$ cat src/rtl/gpio_alarm_pkg.sv
package gpio_alarm_pkg;
  localparam int OP_W = 4;
  typedef enum logic [OP_W-1:0] {
    OP_RD_IN   = 4'h0,
    OP_RD_OUT  = 4'h1,
    OP_SET     = 4'h2,
    OP_CLR     = 4'h3,
    OP_ARM_HI  = 4'h4,
    OP_ARM_LO  = 4'h5,
    OP_DISARM  = 4'h6,
    OP_MK_IN   = 4'h7,
    OP_MK_OUT  = 4'h8
  } gpio_op_e;
endpackage

$ cat src/rtl/gpio_sync.sv
module gpio_sync #(
  parameter int WIDTH  = 8,
  parameter int STAGES = 2
) (
  input  logic             clk,
  input  logic             rst_n,
  input  logic [WIDTH-1:0] d,
  output logic [WIDTH-1:0] q
);
  logic [WIDTH-1:0] stg [STAGES];

  always_ff @(posedge clk or negedge rst_n) begin
    if (!rst_n) begin
      for (int i = 0; i < STAGES; i++) stg[i] <= '0;
    end else begin
      stg[0] <= d;
      for (int i = 1; i < STAGES; i++) stg[i] <= stg[i-1];
    end
  end

  assign q = stg[STAGES-1];
endmodule

$ cat src/rtl/gpio_port_regs.sv
module gpio_port_regs
  import gpio_alarm_pkg::*;
#(
  parameter int WIDTH = 8
) (
  input  logic             clk,
  input  logic             rst_n,
  input  logic             fire,
  input  logic [OP_W-1:0]  op,
  input  logic [WIDTH-1:0] arg,
  input  logic [WIDTH-1:0] pin_sync,
  output logic [WIDTH-1:0] shadow_q,
  output logic [WIDTH-1:0] dir_q,
  output logic [WIDTH-1:0] arm_hi_q,
  output logic [WIDTH-1:0] arm_lo_q,
  output logic [WIDTH-1:0] rsp_word
);
  logic [WIDTH-1:0] shadow_d, dir_d, arm_hi_d, arm_lo_d;

  always_comb begin
    shadow_d = shadow_q;
    dir_d    = dir_q;
    arm_hi_d = arm_hi_q;
    arm_lo_d = arm_lo_q;
    rsp_word = '0;
    case (op)
      OP_RD_IN:  rsp_word = pin_sync;
      OP_RD_OUT: rsp_word = shadow_q;
      OP_SET: begin
        shadow_d = shadow_q | arg;
        rsp_word = shadow_d;
      end
      OP_CLR: begin
        shadow_d = shadow_q & ~arg;
        rsp_word = shadow_d;
      end
      OP_ARM_HI: begin
        arm_hi_d = arm_hi_q | arg;
        rsp_word = arm_hi_d;
      end
      OP_ARM_LO: begin
        arm_lo_d = arm_lo_q | arg;
        rsp_word = arm_lo_d;
      end
      OP_DISARM: begin
        arm_hi_d = arm_hi_q & ~arg;
        arm_lo_d = arm_lo_q & ~arg;
        rsp_word = arm_hi_d | arm_lo_d;
      end
      OP_MK_IN: begin
        dir_d    = dir_q & ~arg;
        rsp_word = ~dir_d;
      end
      OP_MK_OUT: begin
        dir_d    = dir_q | arg;
        rsp_word = dir_d;
      end
      default: rsp_word = '0;
    endcase
  end

  always_ff @(posedge clk or negedge rst_n) begin
    if (!rst_n) begin
      shadow_q <= '0;
      dir_q    <= '0;
      arm_hi_q <= '0;
      arm_lo_q <= '0;
    end else if (fire) begin
      shadow_q <= shadow_d;
      dir_q    <= dir_d;
      arm_hi_q <= arm_hi_d;
      arm_lo_q <= arm_lo_d;
    end
  end
endmodule

$ cat src/rtl/gpio_alarm_eval.sv
module gpio_alarm_eval #(
  parameter int WIDTH = 8
) (
  input  logic [WIDTH-1:0] pin_sync,
  input  logic [WIDTH-1:0] arm_hi,
  input  logic [WIDTH-1:0] arm_lo,
  output logic             pending
);
  logic [WIDTH-1:0] hit;

  for (genvar b = 0; b < WIDTH; b++) begin : g_bit
    assign hit[b] = (arm_hi[b] & pin_sync[b]) | (arm_lo[b] & ~pin_sync[b]);
  end

  assign pending = |hit;
endmodule

$ cat src/rtl/gpio_rsp_slot.sv
module gpio_rsp_slot #(
  parameter int WIDTH = 8
) (
  input  logic             clk,
  input  logic             rst_n,
  input  logic             load,
  input  logic [WIDTH-1:0] load_data,
  input  logic             out_ready,
  output logic             out_valid,
  output logic [WIDTH-1:0] out_data,
  output logic             can_load
);
  assign can_load = !out_valid || out_ready;

  always_ff @(posedge clk or negedge rst_n) begin
    if (!rst_n) begin
      out_valid <= 1'b0;
      out_data  <= '0;
    end else if (load) begin
      out_valid <= 1'b1;
      out_data  <= load_data;
    end else if (out_ready) begin
      out_valid <= 1'b0;
    end
  end
endmodule

$ cat src/rtl/gpio_alarm_port.sv
module gpio_alarm_port
  import gpio_alarm_pkg::*;
#(
  parameter int WIDTH       = 8,
  parameter int SYNC_STAGES = 2
) (
  input  logic             clk,
  input  logic             rst_n,
  input  logic             cmd_valid,
  output logic             cmd_ready,
  input  logic [OP_W-1:0]  cmd_op,
  input  logic [WIDTH-1:0] cmd_arg,
  output logic             rsp_valid,
  input  logic             rsp_ready,
  output logic [WIDTH-1:0] rsp_data,
  input  logic [WIDTH-1:0] pin_in,
  output logic [WIDTH-1:0] pin_out,
  output logic [WIDTH-1:0] pin_oe,
  output logic             alarm_pending
);
  logic [WIDTH-1:0] pin_sync, arm_hi, arm_lo, rsp_word;
  logic             fire;

  assign fire = cmd_valid && cmd_ready;

  gpio_sync #(.WIDTH(WIDTH), .STAGES(SYNC_STAGES)) sync_i (
    .clk(clk), .rst_n(rst_n), .d(pin_in), .q(pin_sync)
  );

  gpio_port_regs #(.WIDTH(WIDTH)) regs_i (
    .clk(clk), .rst_n(rst_n), .fire(fire), .op(cmd_op), .arg(cmd_arg),
    .pin_sync(pin_sync), .shadow_q(pin_out), .dir_q(pin_oe),
    .arm_hi_q(arm_hi), .arm_lo_q(arm_lo), .rsp_word(rsp_word)
  );

  gpio_alarm_eval #(.WIDTH(WIDTH)) alarm_i (
    .pin_sync(pin_sync), .arm_hi(arm_hi), .arm_lo(arm_lo),
    .pending(alarm_pending)
  );

  gpio_rsp_slot #(.WIDTH(WIDTH)) slot_i (
    .clk(clk), .rst_n(rst_n), .load(fire), .load_data(rsp_word),
    .out_ready(rsp_ready), .out_valid(rsp_valid), .out_data(rsp_data),
    .can_load(cmd_ready)
  );
endmodule

$ cat config.mk
export PLATFORM = sky130hd
export DESIGN_NAME = gpio_alarm_port
export DESIGN_NICKNAME = d
export VERILOG_FILES = /design/src/rtl/gpio_alarm_pkg.sv /design/src/rtl/gpio_sync.sv /design/src/rtl/gpio_port_regs.sv /design/src/rtl/gpio_alarm_eval.sv /design/src/rtl/gpio_rsp_slot.sv /design/src/rtl/gpio_alarm_port.sv
export SDC_FILE = /design/constraint.sdc
export NUM_CORES = 1
export LEC_CHECK = 0
export BUFFER_PORTS_ARGS = -buffer_cell sky130_fd_sc_hd__buf_4
export CAP_MARGIN = 20
export CORE_UTILIZATION = 25
export DETAILED_ROUTE_END_ITERATION = 16
export PLACE_DENSITY_LB_ADDON = 0.2
export SYNTH_ARGS = -nofsm -noshare
export SYNTH_HDL_FRONTEND = slang
export SYNTH_SLANG_ARGS = --single-unit
$ cat constraint.sdc
create_clock -name clk -period 2.4 [get_ports clk]
set_clock_uncertainty 0.15 [all_clocks]
set_input_delay 0.24 -clock clk [delete_from_list [all_inputs] [get_ports clk]]
set_output_delay 0.24 -clock clk [all_outputs]
set_load 0.005 [all_outputs]
Yosys cells after proc, flatten, opt, wreduce, memory -nomap -nowiden
Index checks and enable logic that the tools add are counted.
Widths: inputs -> output; s select.
{"block": "classes", "n_eq_ne": 8, "n_mux": 7, "n_bitwise": 43, "reduce_logical": 14}
{"cell": "$pmux 8 s9", "count": 1}
{"cell": "$pmux 8 s2", "count": 4}
{"cell": "$or 8x8->8", "count": 5}
{"cell": "$and 8x8->8", "count": 4}
{"cell": "$and 1x1->1", "count": 16}
{"cell": "$eq 4x3->1 const B", "count": 4}
{"cell": "$not 8->8", "count": 2}
{"cell": "$reduce_bool 2->1", "count": 5}
{"cell": "$eq 4x2->1 const B", "count": 2}
{"cell": "$not 1->1", "count": 8}
{"cell": "$or 1x1->1", "count": 8}
{"cell": "$reduce_and 2->1", "count": 4}
{"cell": "$reduce_or 8->1", "count": 1}
{"cell": "$eq 4x1->1 const B", "count": 1}
{"cell": "$eq 4x4->1 const B", "count": 1}
{"cell": "$logic_not 4->1", "count": 1}
{"cell": "$mux 1", "count": 2}
{"cell": "$logic_and 1x1->1", "count": 1}
{"cell": "$logic_not 1->1", "count": 1}
{"cell": "$logic_or 1x1->1", "count": 1}
{"block": "word_totals", "input_bits": 24, "elab_cells": 80, "reg_bits": 57, "output_inout_bits": 27}

Logic depth before layout (Yosys ltp)
Gate-level depths: netlist of run 1.
{"block": "depth", "depth_word": 4, "depth_mapped": 7, "depth_no_buf": 5}

By module
From an unflattened synthesis of run 1, not the netlist that was laid out.
{"block": "hier_totals", "hier_cells": 318, "hier_area_um2": 3066.7}
{"mod": "gpio_port_regs", "cells_each": 262, "area_each_um2": 2132.0, "seq_area_each_um2": 800.8, "instances": 1}
{"mod": "gpio_sync", "cells_each": 24, "area_each_um2": 460.4, "seq_area_each_um2": 400.4, "instances": 1}
{"mod": "gpio_rsp_slot", "cells_each": 20, "area_each_um2": 369.1, "seq_area_each_um2": 225.2, "instances": 1}
{"mod": "gpio_alarm_eval", "cells_each": 11, "area_each_um2": 98.8, "seq_area_each_um2": 0.0, "instances": 1}
{"mod": "gpio_alarm_port", "cells_each": 1, "area_each_um2": 6.3, "seq_area_each_um2": 0.0, "instances": 1}

Worst setup path before layout of run 1
No wires, ideal clock.
{"block": "synth_path", "path_kind": "in2reg", "startpoint": "input port cmd_op[2]", "endpoint": "register (tool-made name)", "arrival_time_ns": 1.566, "path_buffers": 1, "slack_ns": 0.559, "setup_time_ns": 0.125, "path_stages": 6, "t_required_ns": 2.125, "path_cell_list": "or3_1 -> buf_2 -> or2_4 -> a21oi_4 -> nand2_1 -> mux2_4"}
{"item": "start: declaration", "line_no": "gpio_alarm_port.sv:11", "rtl": "input logic [OP_W-1:0] cmd_op,"}

Final worst setup path of run 1
{"block": "layout_path", "startpoint": "register sync_i.stg, in the netlist sync_i.q[4]", "endpoint": "output port alarm_pending"}
{"block": "layout_via", "elab_chain_len": 4, "word_cells_on_any_way": 5, "cone_classes": "bitwise: 4; reduce/logical: 1"}
{"item": "start: declaration", "line_no": "gpio_sync.sv:10", "rtl": "logic [WIDTH-1:0] stg [STAGES];"}
{"item": "$not 1->1", "line_no": "gpio_alarm_eval.sv:12", "rtl": "assign hit[b] = (arm_hi[b] & pin_sync[b]) | (arm_lo[b] & ~pin_sync[b]);"}
{"item": "$and 1x1->1", "line_no": "gpio_alarm_eval.sv:12"}
{"item": "$or 1x1->1 *", "line_no": "gpio_alarm_eval.sv:12"}
{"item": "$reduce_or 8->1 *", "line_no": "gpio_alarm_eval.sv:15", "rtl": "assign pending = |hit;"}
{"item": "end: declaration", "line_no": "gpio_alarm_port.sv:19", "rtl": "output logic alarm_pending"}
Every way passes the cells marked *; elsewhere a longest branch is shown, timed or not.

==> results of run 1 <==
-- path summary, 6_finish.rpt --
kind | from | to | slack [ns]
setup / recovery | sync_i.q[4] | alarm_pending | 0.38
hold / removal | cmd_arg[7] | flip-flop | 0.04
hold reg to reg | sync_i.stg[11] | sync_i.q[3] | 0.19
setup reg to reg | slot_i.out_valid | slot_i.out_data[2] | 0.59
max in group asynchronous | rst_n | slot_i.out_data[3] | 1.22
min in group asynchronous | rst_n | sync_i.stg[15] | 0.38
-- cells in the final DEF, fill, tap and decap left out, types with 3 or more instances in the layout --
master / Yosys / routed
nor2_1: 22 / 22
a21oi_1: 45 / 45
dfrtp_1: 57 / 57
a221o_1: 4 / 4
a2111oi_0: 3 / 3
a31oi_1: 12 / 12
a21o_1: 3 / 3
mux2_4: 8 / 8
o2bb2ai_1: 3 / 3
nand2_1: 34 / 34
clkinv_2: 0 / 3
dlygate4sd3_1: 0 / 10
a311oi_1: 3 / 3
o221ai_1: 3 / 3
mux2i_1: 13 / 13
buf_4: 0 / 68
nor2b_1: 4 / 4
nand4_1: 4 / 4
nand2b_1: 3 / 3
clkbuf_16: 0 / 9
o21ai_0: 11 / 11
o32a_1: 6 / 6
or2_2: 3 / 3
nand4b_1: 3 / 3
inv_1: 5 / 5
-- synthesized netlist by cell type (2+ instances only) --
cell / instances / share of area
dfrtp_1: 57 / 0.48
a21oi_1: 45 / 0.076
nand2_1: 34 / 0.043
nor2_1: 22 / 0.028
buf_2: 16 / 0.027
mux2i_1: 13 / 0.044
a31oi_1: 12 / 0.025
o21ai_0: 11 / 0.019
clkbuf_1: 8 / 0.010
mux2_4: 8 / 0.041
o32a_1: 6 / 0.020
inv_1: 5 / 0.0064
a221o_1: 4 / 0.014
nand4_1: 4 / 0.0085
nor2b_1: 4 / 0.0085
a2111oi_0: 3 / 0.0089
a21o_1: 3 / 0.0076
a311oi_1: 3 / 0.0089
nand2b_1: 3 / 0.0064
nand4b_1: 3 / 0.0089
o221ai_1: 3 / 0.0089
o2bb2ai_1: 3 / 0.0089
or2_2: 3 / 0.0064
a221oi_1: 2 / 0.0059
a22o_1: 2 / 0.0059
a32o_1: 2 / 0.0068
and3_1: 2 / 0.0042
nor3_1: 2 / 0.0034
o2111ai_1: 2 / 0.0059
o22ai_1: 2 / 0.0042
-- per-layer routing --
layer | vias up | GRT usage
li1 | 1252 | -
met4 | 0 | 0.0400
met1 | 1229 | 0.226
met3 | 8 | 0.0383
met5 | - | 0
met2 | 94 | 0.243
-- power by group --
group          switching [W]  total, W  internal [W]
Sequential          0.000160   0.00127       0.00111
Combinational       0.000277  0.000558      0.000282
Clock               0.000435   0.00118      0.000748
Total               0.000872   0.00301       0.00214
-- final cells by class --
| type | instances | area, um2 |
|---|---|---|
| clock buffers | 11 | 253 |
| clock inverters | 5 | 30.0 |
| fillers | 1165 | 7550 |
| inverters | 5 | 18.8 |
| multi-input cells | 216 | 1400 |
| flip-flops and latches | 57 | 1430 |
| well taps | 143 | 179 |
| repair buffers | 78 | 611 |
-- worst max-delay path, delay by kind of cell (launching register included) --
kind	cells	cell delay, ns
AND/OR/NAND/NOR	2	0.41
multiplexers	1	0.38
flip-flops	1	0.37
buffers and inverters	1	0.14
-- stage by stage --
stage | instance area [um2] | total power (W) | hold slack, ns | std cells | utilization
final | 3910 | 0.00301 | 0.0370 | 515 | 0.341
after global routing | 3910 | 0.00318 | 0.0424 | 515 | 0.341
after CTS | 3910 | 0.00305 | 0.0303 | 515 | 0.341
after detailed placement | 3530 | 0.00183 | 0.185 | 489 | 0.308
after global placement | 3530 | 0.00183 | 0.182 | 489 | 0.308
after floorplan | 2950 | 0.00154 | -0.206 | 303 | -
-- cells by family after synthesis --
kind of cell / share of synthesized area
AOI/OAI and AO/OA: 0.244
and+or+nand+nor: 0.144
DFF: 0.483
buffers and inverters: 0.0449
muxes: 0.0847
==> reports/qor.txt, run 1 <==
status: complete, no violations
port bufs: 50
final setup fails: 0
hold depth: 2
1st-iter DRT viols: 223
Post-CTS Hold Buffers: 10
WL/cell: 17.9 um
Leakage: 1.73 nW
Max rail drop VDD: 0.298 mV
RePlAce Congestion: 0.875
pwr dens: 769 nW/um2
Setup CP Type: reg2out
die area: 12300 um2
total gr overflow: 0
Global Route Usage Sum: 0.159
clock buffer depth: 2
Worst R2R Path Depth: 5
count of final hold-check violations: 0
Clock Tree Root: clkbuf_16
post-cts sizing count: 0
Tcrit/Tclk final: 0.841
Vias/cell: 5.02
pre-CTS setup slack: 0.288 ns
Nets: 391
setup ws final: 0.382 ns
initial core utilization: 0.258
largest fanout on the critical path: 2
Avg Inst Size Synth: 9.75 um2
first-pass GRT wire length: 15000 um
number of diodes: 0
CORE AREA: 11500 um2
vias: 2583
drt first pass iters: 4
Max Clock Freq: 496 MHz
total CTS buffers: 9
synthesized cell area: 2950 um2
Critical Path RT: 2.01 ns
slowest stage delay, CP: 0.38 ns
routed wire length: 9240 um
RSZ-0062 raised after global routing: no
Clk pin slew, worst setup/hold paths: 0.05 ns
share of synthesized registers carrying an async set or reset: 1.00
syn nets: 327
worst path cell trace: mux2i_1 -> nand4_1 -> or2_2 -> buf_4
Setup Buffers After CTS: 0
number of global-route vias before repair: 2552
Syn Inst Count: 303
Max-Cap Viols: 0
Worst Setup End Kind: output pin
min Tclk post-route: 2.02 ns
clk_lat worst skew: 0.32 ns
Final ANT Viol Nets: 0
Distinct cells, synth: 46
Syn. warnings: 0
FF+latch count, synth: 57
Die Span X: 111 um
WP data arrival: 1.63 ns
share of cells above drive strength 1: 0.263
io pins: 51
Slew Limit Fails: 0
Num Clock Sinks: 57
WL met3: 565 um
Post-synth EDFFs: 0
wire length on met1: 4410 um
HP Class: in2reg
Max-Slew Margin vs Limit: 0.505
drt drc: 0
routed length on met2: 4180 um
# H-tree levels: 3
FP Rows: 39
Max Used Layer: met4
worst-margin pin slew: 0.742 ns
startpoint types: flip-flop
Main synth FF type: dfrtp_1
largest net degree at the start of global routing: 58
CP max-delay cell: mux2i_1
initial antenna violation count: 0
Die H: 111 um
sequential share of the synthesized area: 0.483
detailed placement HPWL: 6520 um
final setup TNS: 0 ns
Area growth, synth to finish: 32.4%
CTS tree: yes
Note: power is estimated with default switching activity, not from simulation.
==> run 2: changes to the inputs <==
ABC_AREA = 1   (was default)
clock period = 2.01 ns   (was 2.4 ns; I/O delays follow)
==> run 2 against run 1 <==
  * Worst hold slack gained 0.0066 ns
  * Final area grew 8.9%
  * Utilization shrank 0.37 points
  * Register-to-register slack lost 0.31 ns
  * Count of clock-buffer cells in the layout is the same
  * Non-clock buffer count shrank 7
  * Wire length shrank 1.1%
  * Via count grew 18%
  * Flip-flop and latch count is the same
  * Sequential power grew 19%
  * Critical endpoint unchanged
  * Highest routed layer unchanged
==> reports/qor.txt, run 2 <==
Nets: 565
Critical Path RT: 1.66 ns
1st-iter DRT viols: 148
pre-CTS setup slack: 0.201 ns
Syn. warnings: 0
initial antenna violation count: 0
internal power: 0.00281 W
most frequent cells in the layout: 174 x nand2_1, 66 x nor2_1, 60 x buf_4
total CTS buffers: 9
Max Used Layer: met4
count of final hold-check violations: 0
Die H: 116 um
top cell type's share of synthesized area: 0.441
Vias/cell: 4.25
Slew Limit Fails: 0
status: complete, no violations
Main synth FF type: dfrtp_1
syn nets: 501
cell mode on critical path: nand2_1
slowest stage delay, CP: 0.41 ns
drt drc: 0
Max-Cap Viols: 0
io pins: 51
share of cells above drive strength 1: 0.165
sequential share of the synthesized area: 0.441
min Tclk post-route: 1.87 ns
synth top area cells: dfrtp_1 44%, nand2_1 20%, nand3_1 8.0%, nor2_1 7.7%, inv_1 5.6%
largest fanout on the critical path: 4
share of synthesized registers carrying an async set or reset: 1.00
post-placement cell count: 691
Tcrit/Tclk final: 0.931
routed wire length: 9140 um
hold_sp: cmd_arg[0]
Worst Setup End Kind: output pin
Synth area leader: dfrtp_1
Reg power frac: 0.385
port bufs: 50
Post-synth top cells: 174 x nand2_1, 66 x nor2_1, 57 x dfrtp_1
FF+latch count, synth: 57
Global Route Usage Sum: 0.149
total power: 0.00392 W
CORE AREA: 12600 um2
# H-tree levels: 3
CP max-delay cell: dfrtp_1
initial core utilization: 0.256
Final ANT Viol Nets: 0
synthesized cell area: 3230 um2
Leakage: 2.15 nW
final setup TNS: 0 ns
worst-margin pin slew: 0.745 ns
startpoint types: flip-flop
Worst R2R Start: slot_i.out_valid
Filler Cell Count: 1408
post-cts sizing count: 0
detailed placement HPWL: 6580 um
vias: 3050
wire length on met1: 4530 um
RePlAce Congestion: 0.807
drt first pass iters: 4
RSZ-0062 raised after global routing: no
Clock Tree Root: clkbuf_16
most common cell after layout, fill and taps aside: nand2_1
WL met3: 412 um
Post-synth EDFFs: 0
Max Clock Freq: 534 MHz
Max rail drop VDD: 0.395 mV
number of global-route vias before repair: 2880
total gr overflow: 0
worst path cell trace: nand2_1 -> o21ai_0 -> nor4_1 -> nand2_1 -> buf_4
Clock Power Share: 0.422
die area: 13400 um2
WL/cell: 12.7 um
pwr dens: 919 nW/um2
clock buffer depth: 2
HP Class: in2reg
first-pass GRT wire length: 14900 um
Clk pin slew, worst setup/hold paths: 0.05 ns
Final Non-Filler Cells: 718
Setup CP Type: reg2out
Die Span X: 116 um
Comb pwr share: 0.192
Max-Slew Margin vs Limit: 0.504
CTS tree: yes
final setup fails: 0
FP Rows: 41
Net Switching: 0.00110 W
setup ws final: 0.138 ns
Distinct cells, synth: 21
WP data arrival: 1.52 ns
net switching fraction of the power: 0.281
Area growth, synth to finish: 31.7%
Syn Inst Count: 477
routed length on met2: 4010 um
Avg Inst Size Synth: 6.78 um2
leading cell type by number of instances after synthesis: nand2_1
clk_lat worst skew: 0.33 ns
largest net degree at the start of global routing: 58
Num Clock Sinks: 57
number of diodes: 0
-- run 2: metrics by stage --
step | hold slack (ns) | instance area [um2] | utilization
finish | 0.0436 | 4260 | 0.337
global route | 0.0608 | 4260 | 0.337
CTS | 0.0289 | 4240 | 0.336
detailed placement | 0.161 | 3810 | 0.302
global placement | 0.162 | 3810 | 0.302
floorplan | -0.245 | 3230 | -
-- run 2: kinds of logic (layout without fill, tap and decap cells) --
family          after synthesis  after routing  share of synthesized area
flops                        57             57                      0.441
compound gates               49             49                     0.0836
simple gates                302            302                      0.388
buf+inv                      69            138                     0.0878
-- run 2: metal layers --
layer  GRT usage  vias up
li1            -     1614
met1       0.203     1358
met2       0.223       65
met3      0.0303       13
met4      0.0803        0
met5           0        -
-- run 2: what timing repair did --
action,CTS,global route
endpoints found under the setup margin,0,8
hold buffers,10,0
hold endpoints to repair,66,0
buffers inserted,0,1
-- run 2: power groups by stage --
stage / sequential (W) / clock (W) / combinational (W)
finish: 0.00151 / 0.00165 / 0.000753
global route: 0.00154 / 0.00175 / 0.000872
CTS: 0.00151 / 0.00172 / 0.000759
detailed placement: 0.00153 / 0 / 0.000741
global placement: 0.00152 / 0 / 0.000733
floorplan: 0.00149 / 0 / 0.000430
-- run 2: area by class of cell --
| cell class | instances | area, um2 | share of cell area |
|---|---|---|---|
| clock inverter | 5 | 77.6 | 0.0182 |
| clock buffer | 11 | 253 | 0.0593 |
| timing repair buffer | 71 | 571 | 0.134 |
| multi-input combinational | 351 | 1520 | 0.358 |
| inverter | 51 | 193 | 0.0452 |
| tap | 172 | 215 | 0.0505 |
| sequential | 57 | 1430 | 0.335 |
-- run 2: final timing paths --
path                                                   end  cells after the start  slack [ns]
worst max-delay path                         alarm_pending                      5        0.14
worst min-delay path                             flip-flop                      3        0.04
worst max register to register                   flip-flop                      7        0.28
worst min register to register                 sync_i.q[2]                      0        0.19
max in group asynchronous       asynchronous set/reset pin                      2        0.87
min in group asynchronous                      sync_i.q[2]                      2        0.33
-- run 2: worst max-delay path: cells and delay by family, from the launching register on --
kind | cells | cell delay [ns]
AND/OR/NAND/NOR | 3 | 0.51
flip-flops | 1 | 0.41
buffers and inverters | 1 | 0.15
AO/OA/AOI/OAI | 1 | 0.12
==> run 3: changes to the inputs <==
--- a/config.mk
+++ b/config.mk
@@ -10,3 +10,3 @@
 export CAP_MARGIN = 20
-export CORE_UTILIZATION = 25
+export CORE_UTILIZATION = 46
 export DETAILED_ROUTE_END_ITERATION = 16
==> constraint.sdc (replaced) <==
create_clock -name clk -period 2.1 [get_ports clk]
set_clock_uncertainty 0.15 [all_clocks]
set_input_delay 0.315 -clock clk [delete_from_list [all_inputs] [get_ports clk]]
set_output_delay 0.315 -clock clk [all_outputs]
set_load 0.005 [all_outputs]
==> run 3 against run 2 <==
  * Utilization up 25 points
  * Sequential power down 5%
  * Critical endpoint unchanged
  * Clock power down 33%
  * Final area down 6.1%
  * First-iteration DRC count up 11%
  * Count of clock-buffer cells in the layout down 1
  * Largest power group is now registers
==> reports/qor.txt, run 3 (synthesis gave the netlist of run 2 again) <==
WL/cell: 12.7 um
Max rail drop VDD: 0.458 mV
drt drc: 0
drt first pass iters: 4
Leakage: 2.07 nW
startpoint types: flip-flop
clock buffer depth: 2
share of cells above drive strength 1: 0.159
Clk pin slew, worst setup/hold paths: 0.07 ns
Global Route Usage Sum: 0.239
setup ws final: 0.219 ns
most frequent cells in the layout: 174 x nand2_1, 66 x nor2_1, 58 x buf_4
CP max-delay cell: dfrtp_1
Setup CP Type: reg2out
worst-margin pin slew: 0.717 ns
initial core utilization: 0.476
status: complete, no violations
Clock Tree Root: clkbuf_8
Post-CTS Hold Buffers: 9
Area growth, synth to finish: 23.6%
Vias/cell: 4.78
vias: 3051
GR Util met2: 0.370
count of final hold-check violations: 0
post-cts sizing count: 0
Tcrit/Tclk final: 0.896
worst path cell trace: inv_1 -> o21ai_0 -> nor4_1 -> nand2_1 -> buf_4
Hold Slack: 0.106 ns
pre-CTS setup slack: 0.252 ns
pwr dens: 813 nW/um2
WP data arrival: 1.42 ns
Max Clock Freq: 532 MHz
CORE AREA: 6790 um2
first-pass GRT wire length: 13500 um
Setup Buffers After CTS: 0
final setup TNS: 0 ns
HP Class: in2reg
Worst R2R Start: slot_i.out_valid
RSZ-0062 raised after global routing: no
RePlAce Congestion: 0.835
M3 GR Usage: 0.0510
GRT met1 Usage: 0.332
FP Rows: 30
number of global-route vias before repair: 2761
CTS tree: yes
Slew Limit Fails: 0
1st-iter DRT viols: 165
Final Non-Filler Cells: 638
Critical Path RT: 1.63 ns
hold_sp: rsp_ready
die area: 7370 um2
most common cell after layout, fill and taps aside: nand2_1
number of diodes: 0
Die H: 85.9 um
total gr overflow: 0
slowest stage delay, CP: 0.39 ns
Max-Cap Viols: 0
io pins: 51
routed wire length: 8120 um
Max-Slew Margin vs Limit: 0.522
Worst Setup End Kind: output pin
initial antenna violation count: 0
min Tclk post-route: 1.88 ns
detailed placement HPWL: 5830 um
post-layout util: 0.589
final setup fails: 0
total CTS buffers: 9
largest net degree at the start of global routing: 58
Final ANT Viol Nets: 0
# H-tree levels: 3
Die Span X: 85.9 um
Nets: 561
Num Clock Sinks: 57
clk_lat worst skew: 0.35 ns
largest fanout on the critical path: 3
port bufs: 50
gr busiest metal: met2
post-placement cell count: 613
## run 3: cell types whose count changed in the layout (fill, tap and decap cells not counted), sizes merged
cell and change:
buf -3, clkbuf -1, clkinv +1, dlygate4sd3 -1
## run 3: per-stage QoR
stage,power [W],instance area [um2]
global placement,0.00212,3700
floorplan,0.00183,3230
global route,0.00345,4000
detailed placement,0.00215,3700
finish,0.00325,4000
CTS,0.00327,4000
## run 3: area by class of cell
| type | instances | area (um2) |
|---|---|---|
| Fill cell | 686 | 2800 |
| Multi-Input combinational cell | 351 | 1520 |
| Sequential cell | 57 | 1430 |
| Timing Repair Buffer | 67 | 526 |
| Inverter | 51 | 193 |
| Clock buffer | 10 | 128 |
| Tap cell | 96 | 120 |
| Clock inverter | 6 | 82.6 |
## run 3: routing by layer
layer / routed length [um] / up-vias
li1: - / 1601
met1: 4020 / 1352
met2: 3650 / 92
met3: 367 / 6
met4: 82 / 0
met5: 0 / -
## run 3: final timing paths
| path | cells after the start | endpoint | slack (ns) |
|---|---|---|---|
| worst min-delay path | 4 | slot_i.out_valid | 0.11 |
| max in group asynchronous | 2 | asynchronous set/reset pin | 0.91 |
| min in group asynchronous | 2 | slot_i.out_data[3] | 0.41 |
| worst max register to register | 6 | flip-flop | 0.35 |
| worst max-delay path | 5 | alarm_pending | 0.22 |
| worst min register to register | 0 | sync_i.q[3] | 0.20 |
## run 3: report_power, final
group	internal [W]	leakage (nW)	switching, W
logic	0.000315	1.26	0.000390
registers	0.00128	0.705	0.000162
clock network	0.000661	0.106	0.000449
## run 3: worst max-delay path, delay by kind of cell, from the launching register on
family / cells / cell delay (ns)
AND/OR/NAND/NOR: 2 / 0.36
flip-flops: 1 / 0.39
AO/OA/AOI/OAI: 1 / 0.08
buffers and inverters: 2 / 0.23
